`config.mk`:
```
export PLATFORM = sky130hd
export DESIGN_NAME = xbus_stretch
export DESIGN_NICKNAME = d
export VERILOG_FILES = /design/src/rtl/xbs_pkg.sv /design/src/rtl/xbs_ctrl_reg.sv /design/src/rtl/xbs_gate.sv /design/src/rtl/xbs_stretch_fsm.sv /design/src/rtl/xbus_stretch.sv
export SDC_FILE = /design/constraint.sdc
export NUM_CORES = 1
export LEC_CHECK = 0
export BUFFER_PORTS_ARGS = -buffer_cell sky130_fd_sc_hd__buf_2
export CORE_MARGIN = 3
export CORE_UTILIZATION = 25
export CTS_BUF_LIST = sky130_fd_sc_hd__clkbuf_8
export DETAILED_ROUTE_END_ITERATION = 6
export GPL_TIMING_DRIVEN = 1
export PLACE_DENSITY_LB_ADDON = 0.1
export SKIP_CTS_REPAIR_TIMING = 1
export SLEW_MARGIN = 40
export SYNTH_ARGS = -nofsm -noshare
export SYNTH_HDL_FRONTEND = slang
export SYNTH_SLANG_ARGS = --single-unit
```
`constraint.sdc`:
```
create_clock -name clk -period 1.8 [get_ports clk]
set_input_delay 0.18 -clock clk [delete_from_list [all_inputs] [get_ports clk]]
set_output_delay 0.18 -clock clk [all_outputs]
set_load 0.01 [all_outputs]
```
`src/rtl/xbs_pkg.sv`:
```
package xbs_pkg;
  localparam int XBS_REG_W   = 8;
  localparam int XBS_FLD_W   = 3;
  localparam int XBS_WEN_BIT = 7;
  localparam int XBS_MODE_W  = 3;
  localparam int XBS_CNT_W   = XBS_FLD_W + 1;
  localparam int XBS_RUN_W   = 8;

  localparam logic [XBS_MODE_W-1:0] MODE_NORM_EXP = 3'd2;
  localparam logic [XBS_MODE_W-1:0] MODE_EMUL_EXP = 3'd3;

  typedef enum logic [1:0] {
    ST_IDLE = 2'd0,
    ST_MIN  = 2'd1,
    ST_HOLD = 2'd2
  } xbs_state_e;

  // Minimum stall cycles for a field value, with a floor of 2 when wait is enabled.
  function automatic logic [XBS_CNT_W-1:0] min_stretch(
      input logic [XBS_FLD_W-1:0] fld, input logic wen);
    logic [XBS_CNT_W-1:0] n;
    n = {1'b0, fld} + 1'b1;
    if (wen && n < 2) n = 2;
    return n;
  endfunction

  function automatic logic mode_expanded(input logic [XBS_MODE_W-1:0] md);
    return (md == MODE_NORM_EXP) || (md == MODE_EMUL_EXP);
  endfunction

  function automatic logic bit_implemented(input int b);
    return (b == XBS_WEN_BIT) || (b < XBS_FLD_W);
  endfunction
endpackage

```
`src/rtl/xbs_ctrl_reg.sv`:
```
module xbs_ctrl_reg
  import xbs_pkg::*;
#(
  parameter int REG_W   = XBS_REG_W,
  parameter int FLD_W   = XBS_FLD_W,
  parameter int WEN_BIT = XBS_WEN_BIT
) (
  input  logic             clk,
  input  logic             rst_n,
  input  logic             we,
  input  logic [REG_W-1:0] wdata,
  output logic [REG_W-1:0] rdata,
  output logic             wait_en,
  output logic [FLD_W-1:0] fld
);
  localparam logic [REG_W-1:0] RST_VAL = REG_W'((1 << FLD_W) - 1);

  for (genvar b = 0; b < REG_W; b++) begin : g_bit
    if ((b == WEN_BIT) || (b < FLD_W)) begin : g_impl
      logic q;
      always_ff @(posedge clk) begin
        if (!rst_n)  q <= RST_VAL[b];
        else if (we) q <= wdata[b];
      end
      assign rdata[b] = q;
    end else begin : g_rsv
      assign rdata[b] = 1'b0;
    end
  end

  assign wait_en = rdata[WEN_BIT];
  assign fld     = rdata[FLD_W-1:0];
endmodule

```
`src/rtl/xbs_gate.sv`:
```
module xbs_gate
  import xbs_pkg::*;
#(
  parameter int MODE_W = XBS_MODE_W
) (
  input  logic              acc_start,
  input  logic              acc_ext,
  input  logic [MODE_W-1:0] mode,
  input  logic              busy,
  output logic              stretch_fire,
  output logic              plain_fire
);
  logic accept;
  logic stretch_ok;

  assign accept       = acc_start && !busy;
  assign stretch_ok   = acc_ext && mode_expanded(mode);
  assign stretch_fire = accept && stretch_ok;
  assign plain_fire   = accept && !stretch_ok;
endmodule

```
`src/rtl/xbs_stretch_fsm.sv`:
```
module xbs_stretch_fsm
  import xbs_pkg::*;
#(
  parameter int CNT_W = XBS_CNT_W
) (
  input  logic             clk,
  input  logic             rst_n,
  input  logic             stretch_fire,
  input  logic             plain_fire,
  input  logic [CNT_W-1:0] load_cnt,
  input  logic             load_wen,
  input  logic             ext_wait,
  output logic             stall,
  output logic             done,
  output logic             min_expired,
  output logic             finish
);
  xbs_state_e       state;
  logic [CNT_W-1:0] cnt;
  logic             wen_q;
  logic             wait_hold;

  assign min_expired = (state == ST_MIN) && (cnt == '0);
  assign wait_hold   = wen_q && ext_wait;
  assign finish      = (min_expired && !wait_hold) ||
                       ((state == ST_HOLD) && !ext_wait);
  assign stall       = (state != ST_IDLE);

  always_ff @(posedge clk) begin
    if (!rst_n) begin
      state <= ST_IDLE;
      cnt   <= '0;
      wen_q <= 1'b0;
      done  <= 1'b0;
    end else begin
      done <= finish || plain_fire;
      unique case (state)
        ST_IDLE: begin
          if (stretch_fire) begin
            state <= ST_MIN;
            cnt   <= load_cnt - 1'b1;
            wen_q <= load_wen;
          end
        end
        ST_MIN: begin
          if (cnt != '0)     cnt   <= cnt - 1'b1;
          else if (wait_hold) state <= ST_HOLD;
          else               state <= ST_IDLE;
        end
        ST_HOLD: begin
          if (!ext_wait) state <= ST_IDLE;
        end
        default: state <= ST_IDLE;
      endcase
    end
  end
endmodule

```
`src/rtl/xbus_stretch.sv`:
```
module xbus_stretch
  import xbs_pkg::*;
#(
  parameter int REG_W   = XBS_REG_W,
  parameter int FLD_W   = XBS_FLD_W,
  parameter int WEN_BIT = XBS_WEN_BIT,
  parameter int MODE_W  = XBS_MODE_W
) (
  input  logic              clk,
  input  logic              rst_n,
  input  logic              reg_we,
  input  logic [REG_W-1:0]  reg_wdata,
  output logic [REG_W-1:0]  reg_rdata,
  input  logic              acc_start,
  input  logic              acc_ext,
  input  logic [MODE_W-1:0] mode,
  input  logic              ext_wait,
  output logic              stall,
  output logic              acc_done
);
  localparam int CNT_W = FLD_W + 1;

  logic             wait_en;
  logic [FLD_W-1:0] fld;
  logic             stretch_fire;
  logic             plain_fire;
  logic             min_expired;
  logic             finish;
  logic [CNT_W-1:0] load_cnt;

  assign load_cnt = min_stretch(fld, wait_en);

  xbs_ctrl_reg #(.REG_W(REG_W), .FLD_W(FLD_W), .WEN_BIT(WEN_BIT)) u_reg (
    .clk(clk), .rst_n(rst_n), .we(reg_we), .wdata(reg_wdata),
    .rdata(reg_rdata), .wait_en(wait_en), .fld(fld)
  );

  xbs_gate #(.MODE_W(MODE_W)) u_gate (
    .acc_start(acc_start), .acc_ext(acc_ext), .mode(mode), .busy(stall),
    .stretch_fire(stretch_fire), .plain_fire(plain_fire)
  );

  xbs_stretch_fsm #(.CNT_W(CNT_W)) u_fsm (
    .clk(clk), .rst_n(rst_n), .stretch_fire(stretch_fire),
    .plain_fire(plain_fire), .load_cnt(load_cnt), .load_wen(wait_en),
    .ext_wait(ext_wait), .stall(stall), .done(acc_done),
    .min_expired(min_expired), .finish(finish)
  );
endmodule

```
After elaboration in Yosys (flattened, before gate mapping)
Index checks and enable logic that the tools add are counted.
W data, S select, Z words.
{ "op_classes": {"add_sub_neg": 3, "n_lt_le_gt_ge": 1, "n_eq_ne": 8, "mux": 9, "reduce_logical": 24} }
{ "ops": {"columns": ["cell", "count"], "rows": [
  ["$mux W4", 3],
  ["$logic_and A1 B1 Y1", 9],
  ["$mux W2", 4],
  ["$ne A2 B2 Y1 const B", 4],
  ["$pmux W4 S2", 1],
  ["$sub A4 B1 Y4 const B", 2],
  ["$eq A3 B2 Y1 const B", 2],
  ["$pmux W2 S3", 1],
  ["$reduce_and A3 Y1", 2],
  ["$add A3 B1 Y4 const B", 1],
  ["$logic_not A1 Y1", 4],
  ["$logic_not A4 Y1", 1],
  ["$lt A4 B2 Y1 const B", 1],
  ["$reduce_bool A2 Y1", 2],
  ["$reduce_bool A4 Y1", 1],
  ["$logic_or A1 B1 Y1", 3],
  ["$eq A2 B1 Y1 const B", 1],
  ["$eq A2 B2 Y1 const B", 1],
  ["$logic_not A2 Y1", 1],
  ["$reduce_and A2 Y1", 1]
]} }
{ "totals": {"regBits": 12, "in_bits": 17, "out_inout_bits": 10, "word_cells": 53} }

Depth between registers and ports, before layout
Gate-level depths: netlist of run 1.
{ "logic_depth": {"word_depth": 7, "depth_mapped": 9, "mapped_depth_nobuf": 9} }

Modules after synthesis
A second synthesis of run 1 with hierarchy kept.
{ "unflattened": {"cells_unflattened": 96, "hier_area_um2": 848.3} }
{ "by_module_without_submodules": {"columns": ["module", "n_inst", "cells_per_inst", "area_each_um2", "seq_area_each_um2"], "rows": [
  ["xbs_stretch_fsm", 1, 58, 511.7, 160.2],
  ["xbs_ctrl_reg", 1, 25, 229.0, 80.1],
  ["xbus_stretch", 1, 9, 68.8, 0.0],
  ["xbs_gate", 1, 4, 38.8, 0.0]
]} }

Worst setup path before layout of run 1
OpenSTA, ideal clock, no wires.
{ "synth_path": {"path_kind": "reg2reg", "startpoint": "register u_reg.g_bit[0].g_impl.q", "endpoint": "register u_fsm.cnt[2]", "setup_ns": 0.060, "t_arrival_ns": 1.778, "t_required_ns": 1.740, "path_slack_ns": -0.039, "path_stages_with_launch": 10, "path_buffers": 0, "period_less_slack_ns": 1.839, "cell_sequence": "dfxtp_1 -> ha_1 -> xnor2_1 -> and3_1 -> nor3_1 -> a21oi_1 -> ha_1 -> inv_1 -> a211oi_1 -> o221a_1"} }
{ "synth_via": {"elab_chain_cells": 7} }
{ "synth_lines": {"columns": ["element", "line_no", "rtl"], "rows": [
  ["from (decl)", "xbs_ctrl_reg.sv:20", "logic q;"],
  ["from (signal assigned)", "xbs_ctrl_reg.sv:22", "if (!rst_n) q <= RST_VAL[b];"],
  ["from (signal assigned)", "xbs_ctrl_reg.sv:23", "else if (we) q <= wdata[b];"],
  ["$add A3 B1 Y4 *", "xbs_pkg.sv:22", "n = {1'b0, fld} + 1'b1;"],
  ["$lt A4 B2 Y1", "xbs_pkg.sv:23", "if (wen && n < 2) n = 2;"],
  ["$logic_and A1 B1 Y1", "xbs_pkg.sv:23", null],
  ["$mux W4 *", "xbs_pkg.sv:23", null],
  ["$sub A4 B1 Y4 *", "xbs_stretch_fsm.sv:41", "cnt <= load_cnt - 1'b1;"],
  ["$mux W4 *", "xbs_stretch_fsm.sv:39", "if (stretch_fire) begin"],
  ["$pmux W4 S2 *", "xbs_stretch_fsm.sv:37", "unique case (state)"],
  ["to (signal assigned)", "xbs_stretch_fsm.sv:41", null],
  ["to (signal assigned)", "xbs_stretch_fsm.sv:46", "if (cnt != '0) cnt <= cnt - 1'b1;"],
  ["to (decl)", "xbs_stretch_fsm.sv:19", "logic [CNT_W-1:0] cnt;"]
]} }
Every way passes the cells marked *; elsewhere a longest branch is shown, timed or not. The select of a mux whose other input is x is not followed.
A chain may end at the register's enable or synchronous reset.

Worst setup path in the final report of run 1
Same ends and word-level chain as after synthesis.

==> results of run 1 <==
final timing paths:
check,cells after the start,slack (ns),end
max,9,0.12,u_fsm.cnt[2]
min reg2reg,2,0.51,u_fsm.state[1]
max reg2reg,9,0.12,u_fsm.cnt[2]
min,3,0.15,u_reg.g_bit[1].g_impl.q
where the power goes:
group          leakage (nW)  internal [W]  switching, W  total [W]
combinational         0.316     0.0000830     0.0000816   0.000165
sequential           0.0971      0.000278     0.0000129   0.000291
clock                0.0288      0.000193      0.000104   0.000297
total                 0.442      0.000555      0.000199   0.000753
sequential cells by signal, summed over array words and instances (netlist names):
| name | cells |
|---|---|
| u_fsm.done | 1 |
| u_fsm.state | 2 |
| u_fsm.cnt | 4 |
| u_reg.wait_en | 1 |
| u_reg.g_bit.g_impl.q | 3 |
| u_fsm.wen_q | 1 |
cells in the mapped netlist, types with 2 or more instances:
library cell and count:
a211oi_1 2, a21boi_0 2, a21oi_1 3, and2_1 2
buf_4 8, clkbuf_1 3, dfxtp_1 12, ha_1 2
inv_1 3, mux2i_1 5, nand2_1 8, nand2b_1 2
nand3_1 3, nor2_1 8, nor2b_1 2, nor3_1 4
nor4_1 2, o21ai_0 3
layer usage:
layer  vias to the layer above  GRT usage (%)  routed length, µm
met2                        15          17.49                809
met4                         0          1.818                  8
met5                         -              0                  0
met1                       326          14.73                882
li1                        367              -                  -
met3                         2          4.403                 86
layout by cell type, fill, tap and decap left out, drive strengths merged, types with 2 or more instances in the layout:
| master | n |
|---|---|
| nand2b | 2 |
| clkbuf | 4 |
| o21ai | 3 |
| nor2b | 2 |
| mux2i | 5 |
| dfxtp | 12 |
| ha | 2 |
| a21oi | 3 |
| o221a | 2 |
| nor4 | 2 |
| nor3 | 4 |
| inv | 3 |
| buf | 24 |
| nor2 | 8 |
| and2 | 2 |
| conb | 4 |
| nand2 | 8 |
| a211oi | 2 |
| nand3 | 3 |
| a21boi | 3 |
layout make-up:
type | count | area (µm²)
clock buffers | 4 | 55.05
repair buffers | 24 | 137.6
flip-flops and latches | 12 | 244.0
inverters | 3 | 11.26
well taps | 31 | 38.79
fillers | 307 | 1869
multi-input cells | 71 | 496.7
critical path, cell delays in order (launching register included):
cell	delay, ns
dfxtp_2	0.33
ha_4	0.17
xnor2_2	0.16
and3_4	0.21
nor3_2	0.04
a21oi_2	0.11
ha_2	0.20
inv_2	0.04
a211oi_2	0.18
o221a_1	0.18
cell families after synthesis:
family,after synthesis,synth area share [%]
flip-flops,12,31.12
XOR/XNOR,1,1.135
multiplexers,5,6.483
buffers and inverters,15,11.34
AND/OR/NAND/NOR,37,24.31
adder cells (fa/ha/maj),2,3.241
other,1,0.4858
AO/OA/AOI/OAI,22,21.88
metrics by stage:
step / total power (W) / setup TNS (ns)
floorplan: 0.0004077 / 0
global placement: 0.0004452 / 0
detailed placement: 0.0004465 / 0
CTS: 0.0007505 / 0
global route: 0.0008062 / -0.01023
finish: 0.0007533 / 0
==> flow_summary.yaml, run 1 <==
run_status:
  outcome: "finished clean"
synth:
  synth_area_um2: 772.0
  ys_seq_area_share_pct: 31.12
  synth_edf_count: 0
  ys_ff_latch: 12
  yosys_most_used_dff: "dfxtp_1"
  synthArstFlopShare_pct: 0
  syn_inst: 95
  synth_warnings: 0
  yosysUniqueCellTypes: 39
  synth_top_area_cell: "dfxtp_1"
  syn_avg_cell_area_um2: 8.126
  synth_top_area_share_pct: 31.12
  synth.area.top_cells: "dfxtp_1 31%, buf_4 7.8%, mux2i_1 6.5%, nand2_1 3.9%, nor2_1 3.9%"
placement:
  port_buffers: 17
  dp_slack_ns: 0.06605
  dpl.hpwl_um: 1376
  placed_area_um2: 885.9
  gp_congestion: 0.6999
  dpl.cell_count: 140
drt:
  vias_per_cell: 4.897
  wl_per_cell_um: 12.31
  vias: 710
  drt_iter0_drc: 6
  ant_nets: 0
  finalWirelength_um: 1785
  drcViolationCount: 0
  drt_first_pass_iters: 3
floorplanning:
  ioPinCount: 27
  die_w_um: 61.57
  dieArea_um2: 3791
  fp.coreArea_um2: 2853
  start_util_pct: 27.06
  rows: 19
  die_y_um: 61.57
clocking:
  numCtsBuffers: 3
  ctsLongestPathBuffers: 2
  clock_latency_ns: 0.24
  clock-sinks: 12
  clk_pin_slew_ns: 0.06
  htreeDepth: 1
  cts_tree: "yes"
  root_buffer: "clkbuf_8"
cells_and_area:
  fin_area_um2: 983.4
  drive_gt1_share_pct: 36.84
  area_growth_pct: 27.39
  stdcell_count: 145
  post-route-util_pct: 34.47
  nets: 134
  antenna_cells: 0
timing:
  hold_viol_final: 0
  setup_slack_ns: 0.1202
  max_freq_mhz: 595.3
  drv_slew: 0
  setup_viol: 0
  fin_crit_ns: 1.680
  whs_ns: 0.1522
  clock-skew-final_ns: 0.002375
  timing.final.crit_share_pct: 93.32
critical_path:
  cp-end-kind: "register"
  regToRegStartpoint: "u_reg.g_bit[0].g_impl.q"
  cp.required_ns: 1.98
  crit_start: "u_reg.g_bit[0].g_impl.q"
  start_kind: "register"
  path_max_fanout: 4
  arrival_ns: 1.86
  crit_type: "register to register"
global_route:
  grt-ovfl-total: 0
  grt_pass1_vias: 669
  grt_pass1_wl_um: 3098
  grt_max_degree: 13
  antenna_found_initial: 0
  grt_util_all_layers_pct: 11.16
power_and_ir_drop:
  vdd_drop_max_mv: 0.3179
  powerDensity_nw_per_um2: 766.0
  leakagePower_nw: 0.4415
worst_hold_path:
  hp-class: "primary input to register"
  worstHoldStart: "reg_wdata[1]"
flow_run:
  maxCapViolations: 0
No activity file was read; power rests on OpenSTA's default activity.
==> run 2, diff against run 1 <==
- CTS_BUF_LIST: sky130_fd_sc_hd__clkbuf_8 -> sky130_fd_sc_hd__clkbuf_2 sky130_fd_sc_hd__clkbuf_4 sky130_fd_sc_hd__clkbuf_8
==> run 2 against run 1 <==
Net effect: critical path depth unchanged; sequential share of layout area up 0.48 points; final cell count unchanged; total power down 11%; critical path type unchanged.
==> flow_summary.yaml, run 2 (same netlist as run 1, synthesis figures left out) <==
critical_path:
  cp-end-kind: "register"
  reg2reg_slack_ns: 0.11
  crit_type: "register to register"
  cp_slowest_cell: "dfxtp_2"
  cp.required_ns: 2.02
  r2r_end: "u_fsm.cnt[2]"
  arrival_ns: 1.91
  regToRegStartpoint: "u_reg.g_bit[0].g_impl.q"
  r2r_cells: 9
  path_max_fanout: 4
  start_kind: "register"
  path_cells: "ha_4 > xnor2_2 > and3_4 > nor3_2 > a21oi_2 > ha_2 > inv_2 > a211oi_2 > o221a_1"
  max_stage_delay_ns: 0.34
worst_hold_path:
  hp-class: "primary input to register"
  hold_path_end: "u_reg.g_bit[1].g_impl.q"
  min_path_cells: 3
  worstHoldStart: "reg_wdata[1]"
cells_and_area:
  drive_gt1_share_pct: 36.84
  fin_area_um2: 964.7
  largest_register_ffs: 4
  layout_common_cells: "17 x buf_2, 9 x dfxtp_1, 8 x nor2_1, 8 x nand2_1, 7 x buf_4"
  stdcell_count: 145
  top_register: "u_fsm.cnt"
  nets: 134
  antenna_cells: 0
  post-route-util_pct: 33.82
  final_common_cell: "buf_2"
  area_growth_pct: 24.96
  reg.largest.list: "u_fsm.cnt x4, u_reg.g_bit.g_impl.q x3, u_fsm.state x2"
power_and_ir_drop:
  powerDensity_nw_per_um2: 698.5
  power_frac_comb_pct: 24.4
  leakagePower_nw: 0.4337
  seqPwrFrac_pct: 43.1
  cell_internal_pwr_w: 0.0004837
  clkPwrFrac_pct: 32.5
  netSwitchingPower_w: 0.0001901
  swShare_pct: 28.22
  vdd_drop_max_mv: 0.2521
placement:
  port_buffers: 17
  dpl.cell_count: 140
  gp_congestion: 0.6999
  dpl.hpwl_um: 1376
  placed_area_um2: 885.9
timing:
  max_freq_mhz: 592.3
  rsz0062_at_grt: "yes"
  drv_slew: 0
  fin_crit_ns: 1.688
  setup_viol: 0
  hold_viol_final: 0
  whs_ns: 0.1159
  clock-skew-final_ns: 0.004559
  tns_ns: 0
  timing.final.crit_share_pct: 93.80
global_route:
  grt_max_degree: 13
  grt_util_all_layers_pct: 11.33
  grt-ovfl-total: 0
  antenna_found_initial: 0
  grt_pass1_vias: 675
  grt_pass1_wl_um: 3125
drt:
  vias: 707
  ant_nets: 0
  vias_per_cell: 4.876
  finalWirelength_um: 1772
  drt_iter0_drc: 11
  wl_per_cell_um: 12.22
  drt_first_pass_iters: 3
  drcViolationCount: 0
clocking:
  htreeDepth: 1
  numCtsBuffers: 3
  ctsLongestPathBuffers: 2
  clock_latency_ns: 0.27
  root_buffer: "clkbuf_4"
  clk_pin_slew_ns: 0.08
  clock-sinks: 12
  cts_tree: "yes"
flow_run:
  maxCapViolations: 0
floorplanning:
  rows: 19
  start_util_pct: 27.06
  fp.coreArea_um2: 2853
  die_y_um: 61.57
  die_w_um: 61.57
  ioPinCount: 27
  dieArea_um2: 3791
run_status:
  outcome: "finished clean"
## run 2: worst max-delay path, delay by kind of cell (launching register included)
kind	cells	cell delay, ns
xor gates and xnor gates	1	0.16
buffers and inverters	1	0.04
DFF	1	0.34
adders and majority gates	2	0.37
and+or+nand+nor	2	0.25
AOI/OAI and AO/OA	3	0.47
## run 2: power by group through the flow
stage                     sequential, W  clock (W)  combinational (W)
after CTS                      0.000288   0.000233           0.000153
final                          0.000291   0.000219           0.000164
after global placement         0.000294          0           0.000151
after global routing           0.000293   0.000247           0.000189
after floorplan                0.000296          0           0.000112
after detailed placement       0.000294          0           0.000152
## run 2: layer usage
layer	up-vias	global-route usage, %	wire [µm]
met5	-	0	0
li1	368	-	-
met1	323	14.86	876
met4	0	2.727	10
met2	14	17.49	811
met3	2	4.403	74
## run 2: area by class of cell
cell class                 instances  area (µm²)
timing repair buffer              24       137.6
multi-input combinational         71       496.7
inverter                           3       11.26
clock buffer                       4       36.28
tap                               31       38.79
fill                             308        1888
sequential                        12       244.0
## run 2: how the worst max path moves through the flow
stage	start	end	slack, ns
finish	u_reg.g_bit[0].g_impl.q	u_fsm.cnt[2]	0.11
global route	u_reg.g_bit[0].g_impl.q	u_fsm.cnt[2]	-0.02
CTS	u_reg.g_bit[0].g_impl.q	u_fsm.cnt[2]	0.04
detailed placement	u_reg.g_bit[0].g_impl.q	u_fsm.cnt[2]	0.07
global placement	u_reg.g_bit[0].g_impl.q	u_fsm.cnt[2]	0.08
floorplan	u_reg.g_bit[0].g_impl.q	u_fsm.cnt[2]	0.02
## run 2: stage by stage
step | total power, W | setup WS (ns)
3_5_place_dp | 0.0004465 | 0.06605
6_report | 0.0006738 | 0.1116
4_1_cts | 0.0006737 | 0.04006
5_1_grt | 0.0007293 | -0.01864
2_1_floorplan | 0.0004077 | 0.01710
3_3_place_gp | 0.0004452 | 0.08480
==> run 3, diff against run 2 <==
- BUFFER_PORTS_ARGS: -buffer_cell sky130_fd_sc_hd__buf_2 -> -buffer_cell sky130_fd_sc_hd__clkbuf_2
==> run 3 against run 2 <==
Net effect: flip-flop and latch count stayed put; first-iteration DRC count rose by 82%; critical path depth unchanged; setup slack worse by 0.030 ns; critical path type unchanged.
==> flow_summary.yaml, run 3 (same netlist as run 1, synthesis figures left out) <==
placement:
  port_buffers: 17
  dp_slack_ns: 0.07841
  dpl.hpwl_um: 1334
  dpl.cell_count: 141
  gp_congestion: 0.6823
  placed_area_um2: 893.4
flow_run:
  maxCapViolations: 0
timing:
  whs_ns: 0.1212
  drv_slew: 0
  max_freq_mhz: 582.0
  fin_crit_ns: 1.718
  timing.final.crit_share_pct: 95.46
  hold_viol_final: 0
  clock-skew-final_ns: 0.003022
  rsz0062_at_grt: "yes"
  setup_slack_ns: 0.08171
  setup_viol: 0
cells_and_area:
  nets: 134
  area_growth_pct: 24.80
  reg.largest.list: "u_fsm.cnt x4, u_reg.g_bit.g_impl.q x3, u_fsm.state x2"
  top_register: "u_fsm.cnt"
  layout_common_cells: "17 x clkbuf_2, 10 x dfxtp_1, 8 x nor2_1, 8 x nand2_1, 7 x buf_4"
  antenna_cells: 0
  fin_area_um2: 963.4
  stdcell_count: 145
  largest_register_ffs: 4
  final_common_cell: "clkbuf_2"
  final.fill_count: 319
  drive_gt1_share_pct: 35.96
clocking:
  ctsLongestPathBuffers: 2
  cts_tree: "yes"
  numCtsBuffers: 3
  htreeDepth: 1
  clock_latency_ns: 0.27
  clk_pin_slew_ns: 0.08
  root_buffer: "clkbuf_4"
  clock-sinks: 12
global_route:
  grt_pass1_wl_um: 3077
  grt-ovfl-total: 0
  grt_max_degree: 13
  grt_pass1_vias: 701
  grt_util_all_layers_pct: 10.80
  antenna_found_initial: 0
floorplanning:
  start_util_pct: 27.06
  dieArea_um2: 3791
  ioPinCount: 27
  rows: 19
  fp.coreArea_um2: 2853
  die_y_um: 61.57
  die_w_um: 61.57
power_and_ir_drop:
  finalPower_w: 0.0006711
  vdd_drop_max_mv: 0.3152
  leakagePower_nw: 0.4366
  powerDensity_nw_per_um2: 696.5
drt:
  ant_nets: 0
  finalWirelength_um: 1785
  vias_per_cell: 4.876
  vias: 707
  drcViolationCount: 0
  wl_per_cell_um: 12.31
  drt_first_pass_iters: 4
  drt_iter0_drc: 20
critical_path:
  path_cells: "ha_4 > xnor2_2 > and3_4 > nor3_2 > a21oi_2 > ha_2 > inv_2 > a211oi_2 > o221a_1"
  crit_type: "register to register"
  path_buf_inv: 1
  cp_slowest_cell: "dfxtp_2"
  arrival_ns: 1.94
  start_kind: "register"
  cp.required_ns: 2.02
  path_max_fanout: 4
  max_stage_delay_ns: 0.34
  path_delay_family: "compound AO/OA/AOI/OAI gates"
  cp-end-kind: "register"
worst_hold_path:
  hp-class: "primary input to register"
run_status:
  outcome: "finished clean"
==> run 3: cell types whose count changed in the layout (fill, tap and decap cells not counted) <==
cell | previous run | this run
buf_2 | 17 | 0
clkbuf_2 | 0 | 17
dfxtp_2 | 3 | 2
dfxtp_1 | 9 | 10
==> run 3: final timing paths <==
| check | from | end | slack [ns] | cells past startpoint |
|---|---|---|---|---|
| min | reg_wdata[2] | u_reg.g_bit[2].g_impl.q | 0.12 | 3 |
| min reg2reg | u_fsm.wen_q | u_fsm.state[1] | 0.50 | 2 |
| max | u_reg.g_bit[0].g_impl.q | u_fsm.cnt[2] | 0.08 | 9 |
| max reg2reg | u_reg.g_bit[0].g_impl.q | u_fsm.cnt[2] | 0.08 | 9 |
==> run 3: where the power goes <==
part	switching (W)	total (W)	internal [W]	leakage, nW
combinational	0.0000838	0.000167	0.0000833	0.318
clock	0.0000916	0.000214	0.000123	0.0210
sequential	0.0000122	0.000290	0.000277	0.0974
total	0.000188	0.000671	0.000484	0.437
==> run 3: worst min-delay path: stages <==
cell,delay (ns)
clkbuf_2,0.07
mux2i_1,0.05
nand2_1,0.06
==> run 3: per-layer routing <==
layer,global-route usage (%),routed length (µm),vias up
li1,-,-,369
met1,13.82,821,320
met2,17.64,848,18
met3,4.612,115,0
met4,0.9091,0,0
met5,0,0,-
==> run 3: stage by stage <==
step	utilization (%)	TNS, ns
finish	33.77	0
detailed placement	31.32	0
global placement	31.32	0
global route	33.77	-0.04866
floorplan	-	0
CTS	32.59	0
==> run 3: final cells by class <==
cell class	instances	area (µm²)	share of cell area (%)
inverters	3	11.26	1.169
flip-flops and latches	12	242.7	25.19
clock buffers	4	36.28	3.766
well taps	31	38.79	4.026
multi-input cells	71	496.7	51.56
repair buffers	24	137.6	14.29
